## config.mk

```make
export PLATFORM = sky130hd
export DESIGN_NAME = uart_autobaud
export DESIGN_NICKNAME = d
export VERILOG_FILES = /design/src/rtl/abd_pkg.sv /design/src/rtl/abd_rx_edge.sv /design/src/rtl/abd_prescaler.sv /design/src/rtl/abd_counter.sv /design/src/rtl/uart_autobaud.sv
export SDC_FILE = /design/constraint.sdc
export NUM_CORES = 1
export LEC_CHECK = 0
export ABC_CLOCK_PERIOD_IN_PS = 2210
export BUFFER_PORTS_ARGS = -buffer_cell sky130_fd_sc_hd__buf_2
export CAP_MARGIN = 20
export CORE_ASPECT_RATIO = 0.75
export CORE_MARGIN = 1.5
export CORE_UTILIZATION = 30
export CTS_CLUSTER_DIAMETER = 80
export DETAILED_ROUTE_END_ITERATION = 12
export PLACE_DENSITY_LB_ADDON = 0.12
export RECOVER_POWER = 25
export SETUP_SLACK_MARGIN = 0.3
export SYNTH_ARGS = -nofsm -noshare
export SYNTH_HDL_FRONTEND = slang
export SYNTH_SLANG_ARGS = --single-unit
```

## constraint.sdc

```tcl
create_clock -name clk -period 2.21 [get_ports clk]
set_input_delay 0.442 -clock clk [delete_from_list [all_inputs] [get_ports clk]]
set_output_delay 0.442 -clock clk [all_outputs]
set_load 0.005 [all_outputs]
```

## src/rtl/abd_pkg.sv

```systemverilog
package abd_pkg;
  typedef enum logic [1:0] {
    ST_IDLE,
    ST_ARM,
    ST_FIRST,
    ST_MEAS
  } abd_state_e;
endpackage

```

## src/rtl/abd_rx_edge.sv

```systemverilog
module abd_rx_edge #(
  parameter int unsigned STAGES = 2
) (
  input  logic clk,
  input  logic rst,
  input  logic rx_in,
  output logic rise,
  output logic fall
);
  logic [STAGES-1:0] shr;
  logic              prev;
  logic              cur;

  assign cur = shr[STAGES-1];

  always_ff @(posedge clk) begin
    if (rst) begin
      shr  <= '1;
      prev <= 1'b1;
    end else begin
      shr  <= {shr[STAGES-2:0], rx_in};
      prev <= cur;
    end
  end

  assign rise = cur & ~prev;
  assign fall = ~cur & prev;
endmodule

```

## src/rtl/abd_prescaler.sv

```systemverilog
module abd_prescaler #(
  parameter int unsigned BASE_SLOW = 64,
  parameter int unsigned BASE_MID  = 16,
  parameter int unsigned BASE_FAST = 4,
  parameter int unsigned SCALE     = 8
) (
  input  logic clk,
  input  logic rst,
  input  logic clr,
  input  logic run,
  input  logic sel16,
  input  logic selhs,
  output logic tick
);
  localparam int unsigned DIV_MAX = BASE_SLOW * SCALE;
  localparam int unsigned PW      = $clog2(DIV_MAX);

  logic [PW-1:0] pre;
  logic [PW-1:0] lim;

  always_comb begin
    case ({sel16, selhs})
      2'b00:   lim = PW'(BASE_SLOW * SCALE - 1);
      2'b11:   lim = PW'(BASE_FAST * SCALE - 1);
      default: lim = PW'(BASE_MID * SCALE - 1);
    endcase
  end

  assign tick = run && (pre == lim);

  always_ff @(posedge clk) begin
    if (rst || clr) begin
      pre <= '0;
    end else if (run) begin
      pre <= tick ? '0 : pre + 1'b1;
    end
  end
endmodule

```

## src/rtl/abd_counter.sv

```systemverilog
module abd_counter #(
  parameter int unsigned W = 16
) (
  input  logic         clk,
  input  logic         rst,
  input  logic         clr,
  input  logic         load1,
  input  logic         inc,
  output logic [W-1:0] cnt,
  output logic         ovf
);
  always_ff @(posedge clk) begin
    if (rst || clr) begin
      cnt <= '0;
      ovf <= 1'b0;
    end else if (load1) begin
      cnt <= W'(1);
    end else if (inc) begin
      if (&cnt) ovf <= 1'b1;
      else      cnt <= cnt + 1'b1;
    end
  end
endmodule

```

## src/rtl/uart_autobaud.sv

```systemverilog
module uart_autobaud
  import abd_pkg::*;
#(
  parameter int unsigned CNT_W       = 16,
  parameter int unsigned SYNC_STAGES = 2,
  parameter int unsigned BASE_SLOW   = 64,
  parameter int unsigned BASE_MID    = 16,
  parameter int unsigned BASE_FAST   = 4,
  parameter int unsigned SCALE       = 8
) (
  input  logic             clk,
  input  logic             rst,
  input  logic             rx_in,
  input  logic             start,
  input  logic             data_rd,
  input  logic             sel16,
  input  logic             selhs,
  output logic [CNT_W-1:0] divisor,
  output logic             ovf,
  output logic             done,
  output logic             en,
  output logic             rx_hold
);
  localparam int unsigned RISES = 5;
  localparam int unsigned EW    = $clog2(RISES + 1);

  abd_state_e    st;
  logic [EW-1:0] rises;
  logic          rise, fall, tick;
  logic          first_edge, last_edge, run;

  abd_rx_edge #(.STAGES(SYNC_STAGES)) u_edge (
    .clk(clk), .rst(rst), .rx_in(rx_in), .rise(rise), .fall(fall)
  );

  assign first_edge = (st == ST_FIRST) && rise;
  assign last_edge  = (st == ST_MEAS) && rise && (rises == EW'(RISES - 1));
  assign run        = (st == ST_MEAS) && !last_edge;

  abd_prescaler #(
    .BASE_SLOW(BASE_SLOW), .BASE_MID(BASE_MID),
    .BASE_FAST(BASE_FAST), .SCALE(SCALE)
  ) u_pre (
    .clk(clk), .rst(rst), .clr(start || first_edge), .run(run),
    .sel16(sel16), .selhs(selhs), .tick(tick)
  );

  abd_counter #(.W(CNT_W)) u_cnt (
    .clk(clk), .rst(rst), .clr(start), .load1(first_edge),
    .inc(run && tick), .cnt(divisor), .ovf(ovf)
  );

  always_ff @(posedge clk) begin
    if (rst) begin
      st      <= ST_IDLE;
      rises   <= '0;
      en      <= 1'b0;
      rx_hold <= 1'b0;
      done    <= 1'b0;
    end else if (start) begin
      st      <= ST_ARM;
      rises   <= '0;
      en      <= 1'b1;
      rx_hold <= 1'b1;
      done    <= 1'b0;
    end else begin
      case (st)
        ST_ARM:   if (fall) st <= ST_FIRST;
        ST_FIRST: if (rise) begin
          st    <= ST_MEAS;
          rises <= EW'(1);
        end
        ST_MEAS:  if (last_edge) begin
          st      <= ST_IDLE;
          en      <= 1'b0;
          rx_hold <= 1'b0;
        end else if (rise) begin
          rises <= rises + 1'b1;
        end
        default:  st <= ST_IDLE;
      endcase
      if (last_edge)    done <= 1'b1;
      else if (data_rd) done <= 1'b0;
    end
  end
endmodule

```

# ---- Word-level counts from Yosys, hierarchy flattened
# Cells that the tools add are included.
dict set report classes {
  addsub 3
  bitwise 6
  n_reduce_logical 26
  n_eq_ne 15
  mux 19
}
# op n
set op_table {}
lappend op_table {{$pmux 9 s2} 1}
lappend op_table {{$reduce_and 18->1} 1}
lappend op_table {{$add 16x1->16 const B} 1}
lappend op_table {{$reduce_and 16->1} 1}
lappend op_table {{$ne 2x2->1 const B} 6}
lappend op_table {{$reduce_bool 2->1} 5}
lappend op_table {{$add 9x1->9 const B} 1}
lappend op_table {{$eq 9x9->1} 1}
lappend op_table {{$mux 1} 9}
lappend op_table {{$mux 3} 3}
lappend op_table {{$mux 9} 1}
lappend op_table {{$ne 3x3->1 const B} 3}
lappend op_table {{$eq 2x2->1 const B} 3}
lappend op_table {{$logic_and 1x1->1} 6}
lappend op_table {{$mux 2} 3}
lappend op_table {{$pmux 2 s3} 1}
lappend op_table {{$pmux 3 s2} 1}
lappend op_table {{$reduce_and 2->1} 3}
lappend op_table {{$reduce_and 3->1} 2}
lappend op_table {{$not 1->1} 4}
lappend op_table {{$reduce_and 4->1} 1}
lappend op_table {{$reduce_or 2->1} 2}
lappend op_table {{$add 3x1->3 const B} 1}
lappend op_table {{$eq 3x3->1 const B} 1}
lappend op_table {{5 further kinds} 8}
dict set report totals {
  reg_bits 36
  output_inout_bits 20
}

# ---- Longest topological paths before layout
dict set report depth {
  word_depth 10
  mapped_depth 10
}

# ---- Cells and area by module
# From an unflattened synthesis, not the netlist that was laid out.
dict set report unflattened {
  hier_cells 226
  hier_area_um2 2019.4
}
# module area_each_um2 seq_area_each_um2 instances cells_per_inst
set modules_own_cells {}
lappend modules_own_cells {abd_counter 919.6 340.3 1 103}
lappend modules_own_cells {abd_prescaler 510.5 180.2 1 53}
lappend modules_own_cells {uart_autobaud 496.7 140.1 1 62}
lappend modules_own_cells {abd_rx_edge 92.6 60.1 1 8}

# ---- Least setup slack after synthesis
# Ideal clock, no wire load.
dict set report synth_timing {
  kind {register to register}
  from {register rises[0]}
  to {register u_cnt.cnt[6]}
  slack_ps 339
  setup_time_ps 115
  synth_period_minus_slack_ps 1871
  arrival_time_ps 1756
  stages_incl_launch_ff 10
  t_required_ps 2095
  path_cell_list {dfxtp_1 inv_1 ha_1 nand2_1 o21a_1 buf_2 o2111ai_4 buf_6 o31a_1 o21a_1}
}
dict set report synth_between {
  elab_chain_len 7
}
# item line
set synth_rtl {}
lappend synth_rtl {{from (decl)} uart_autobaud.sv:28} ;# logic [EW-1:0] rises;
lappend synth_rtl {{from (signal assigned)} uart_autobaud.sv:78} ;# rises <= rises + 1'b1;
lappend synth_rtl {{$eq 3x3->1 *} uart_autobaud.sv:37} ;# assign last_edge = (st == ST_MEAS) && rise && (rises == EW'(RISES - 1));
lappend synth_rtl {{$logic_and 1x1->1 *} uart_autobaud.sv:37}
lappend synth_rtl {{$logic_not 1->1 *} uart_autobaud.sv:38} ;# assign run = (st == ST_MEAS) && !last_edge;
lappend synth_rtl {{$logic_and 1x1->1 *} uart_autobaud.sv:38}
lappend synth_rtl {{$logic_and 1x1->1} abd_prescaler.sv:29} ;# assign tick = run && (pre == lim);
lappend synth_rtl {{$logic_and 1x1->1 *} uart_autobaud.sv:50} ;# .inc(run && tick), .cnt(divisor), .ovf(ovf)
lappend synth_rtl {{$reduce_and 2->1 (no source line) *} n/a}
lappend synth_rtl {{to (signal assigned)} abd_counter.sv:20} ;# else cnt <= cnt + 1'b1;
lappend synth_rtl {{to (decl)} abd_counter.sv:9} ;# output logic [W-1:0] cnt,
# Mark *: on every way between the ends. The rest lies on a longest branch, timed or not.
# A chain may end at the register's enable or synchronous reset.

# ---- Worst setup path after layout
dict set report layout_timing {
  from {register u_pre.pre[6]}
  to {register u_cnt.cnt[15]}
}
dict set report layout_between {
  elab_chain_len 4
}
# item line
set layout_rtl {}
lappend layout_rtl {{from (decl)} abd_prescaler.sv:18} ;# logic [PW-1:0] pre;
lappend layout_rtl {{from (signal assigned)} abd_prescaler.sv:35} ;# pre <= tick ? '0 : pre + 1'b1;
lappend layout_rtl {{$eq 9x9->1} abd_prescaler.sv:29}
lappend layout_rtl {{$logic_and 1x1->1} abd_prescaler.sv:29}
lappend layout_rtl {{$logic_and 1x1->1} uart_autobaud.sv:50}
lappend layout_rtl {{$reduce_and 2->1 (no source line)} n/a}
# Every way passes these cells.

==> summary.md <==
| Metric | Value |
|---|---|
| Routing usage on met1 | `22.2%` |
| Drt initial violations | `51` |
| WL per Instance | `13.7 µm` |
| GR Overflow Total | `0` |
| EDFF count, synth | `0` |
| Reg2Reg Depth | `6` |
| Max-Cap Viols | `0` |
| FILL cells | `613` |
| CP Capture Type | `register` |
| Busiest grt layer | `met1` |
| Clk root buf | `clkbuf_8` |
| GRT Util Overall | `14.1%` |
| Ranking of synthesized cells by area | `dfxtp_1, a21oi_1, ha_1, nor2_1, o31ai_1` |
| Initial antenna violation count | `0` |
| Maximum clock path buffer count | `2` |
| Async S/R FF share, synth | `0%` |
| Area delta synth->final | `24.2%` |
| Syn_nets | `230` |
| CTS tree | `built` |
| Die ar. | `6810 µm²` |
| Total negative setup slack | `0 ns` |
| End of the critical path | `u_cnt.cnt[15]$_SDFFE_PP0P_` |
| Post-synthesis sequential area ratio | `38.0%` |
| Fin util | `39.6%` |
| Worst-Margin Slew | `0.400 ns` |
| Hold Fails Final Rpt | `0` |
| Mapped Area | `1900 µm²` |
| Hold Buf Count CTS | `0` |
| Reg2Reg Setup Slack | `0.35 ns` |
| Critical Path Source Type | `register` |
| Antenna cells | `0` |
| GP Congestion | `0.724` |
| First-pass GRT wire length | `7370 µm` |
| Via Count | `1,730` |
| Crit-path max FO | `11` |
| H-tree Lvls | `2` |
| Distinct cells, synth | `47` |
| Port bufs | `26` |
| Met2 global-route usage | `17.9%` |
| Placed cell areas | `2160 µm²` |
| RR Endpoint | `u_cnt.cnt[15]$_SDFFE_PP0P_` |
| RR Startpoint | `u_pre.pre[6]$_SDFFE_PP0P_` |
| Worst-path clk slew | `0.07 ns` |
| Clock skew | `0.00593 ns` |
| Yosys reg bits | `36` |
| Synth area leader | `dfxtp_1` |
| Main synth FF type | `dfxtp_1` |
| Initial Util | `31.9%` |
| Die W | `94.8 µm` |
| Routed WL | `4580 µm` |
| CP Data Required Time | `2.41 ns` |
| Core area | `5950 µm²` |
| Arr. time, crit path | `2.06 ns` |
| Setup CP Type | `reg2reg` |
| PwrDens | `493 nW/µm²` |
| Hold Path Class | `in2reg` |
| DR pass1 iterations | `4` |
| Final setup viols | `0` |
| Layout cell share with drive strength beyond 1 | `30.1%` |
| Die Y-Extent | `71.8 µm` |
| Met3 usage | `3.72%` |
| Sink Count | `36` |
| Post-route cell area | `2350 µm²` |
| Syn Area/Cell | `8.78 µm²` |
| Dpl hpwl | `3160 µm` |
| Worst Setup SP | `u_pre.pre[6]$_SDFFE_PP0P_` |
| Final cycle utilization of the critical path | `84.3%` |
| RSZ-0062 raised after global routing | `yes` |
| Mapped Cells | `216` |
| # DRC | `0` |
| Relative slew margins | `73.3%` |
| Antenna Nets Post-Route | `0` |
| Synth top area share | `38.0%` |
| Worst-skew pair later-pin latency | `0.28 ns` |
| Largest net degree at the start of global routing | `25` |
| Nets | `270` |
| Leakage | `0.850 nW` |
| Via/cell ratio | `5.18` |
| Worst IR drop on VDD | `0.000198 V` |
| Pins Over Slew Limit | `0` |
| Num CTS Buffers | `5` |
| Io pins | `27` |
| Status | `completed` |
| Min cycle time layout | `1.86 ns` |
| Vias in the first global route | `1,508` |
| Warnings, synthesis | `0` |
| Core Rows | `24` |
| FMAX | `537 MHz` |
[sequential cells by signal (all words and copies together), names as in the netlist]
register / count
done: 1
rises: 3
rx_hold: 1
st: 2
u_cnt.cnt: 16
u_cnt.ovf: 1
u_edge.prev: 1
u_edge.shr: 2
u_pre.pre: 9
[power breakdown]
part | internal, mW | switching (mW) | leakage [nW]
logic | 0.0253 | 0.0348 | 0.515
clock network | 0.214 | 0.227 | 0.0410
registers | 0.654 | 0.00424 | 0.293
total | 0.894 | 0.266 | 0.850
[synthesized netlist by cell type, drive strengths merged (5+ instances only)]
cell type	n
o21ai	7
nand3	9
or2	6
or4	8
nor2	18
o31ai	9
ha	7
nor3	5
nand4	10
a21oi	19
dfxtp	36
and3	5
clkbuf	5
nand2	17
inv	8
buf	6
xor2	6
[final cells by class]
cell class / instances / area, µm² / share of cell area (%)
clock inverter: 1 / 5.00 / 0.213
sequential: 36 / 726 / 30.8
clock buffer: 6 / 72.6 / 3.08
inverter: 8 / 30.0 / 1.28
timing repair buffer: 42 / 244 / 10.4
tap: 78 / 97.6 / 4.15
multi-input combinational: 163 / 1180 / 50.1
[worst min-delay path by stage]
stage,startpoint,end,depth (start not counted)
CTS,rx_in,u_edge.shr[0]$_SDFF_PP1_,2
global placement,u_edge.shr[0]$_SDFF_PP1_,u_edge.shr[1]$_SDFF_PP1_,1
finish,rx_in,u_edge.shr[0]$_SDFF_PP1_,2
floorplan,u_edge.shr[0]$_SDFF_PP1_,u_edge.shr[1]$_SDFF_PP1_,1
detailed placement,u_edge.shr[0]$_SDFF_PP1_,u_edge.shr[1]$_SDFF_PP1_,1
global route,rx_in,u_edge.shr[0]$_SDFF_PP1_,2
[placed cells by master, fill, tap and decap left out, types with 8 or more instances in the layout]
master / instances
dfxtp_1: 32
buf_2: 21
nor2_1: 18
buf_4: 16
nand2_1: 15
a21oi_1: 15
nand4_1: 9
o31ai_1: 9
nand3_1: 9
inv_1: 8
[worst max-delay path, cell delays in order (launching register included)]
cell and delay (ns):
dfxtp_2 0.35, and4bb_2 0.24, a32o_2 0.31, o2111ai_4 0.40, buf_4 0.21, nor3_1 0.06, a211oi_1 0.21
[metrics by stage]
stage	hold slack, ns	setup slack (ns)	total power [mW]	std cells
floorplan	0.389	0.339	0.711	216
global placement	0.395	0.0576	0.732	323
detailed placement	0.395	0.0315	0.732	323
CTS	0.331	0.307	1.18	334
global route	0.334	0.253	1.21	334
finish	0.337	0.347	1.16	334
[per-layer routing]
layer	part of all wire (%)	vias to the layer above	wire length (µm)
met5	0	-	0
met4	0.87	0	40
met3	4.8	4	220
met2	39	37	1770
met1	56	806	2550
li1	-	883	-
[cell families (layout without fill, tap and decap cells)]
logic type,Yosys count,after routing,synth area share (%)
AOI/OAI and AO/OA,49,51,17.4
xor gates and xnor gates,7,7,3.23
adders and majority gates,7,7,4.62
buffers and inverters,19,57,5.21
DFF,36,36,38.0
muxes,4,4,2.18
and+or+nand+nor,94,94,29.3
[timing repair]
action	CTS	global route
gates cloned	2	0
resized for setup	4	16
endpoints found under the setup margin	18	23
buffers inserted	2	0
pin swaps	3	11
hold endpoints to repair	0	0
Power figures use the tool's default switching activity.
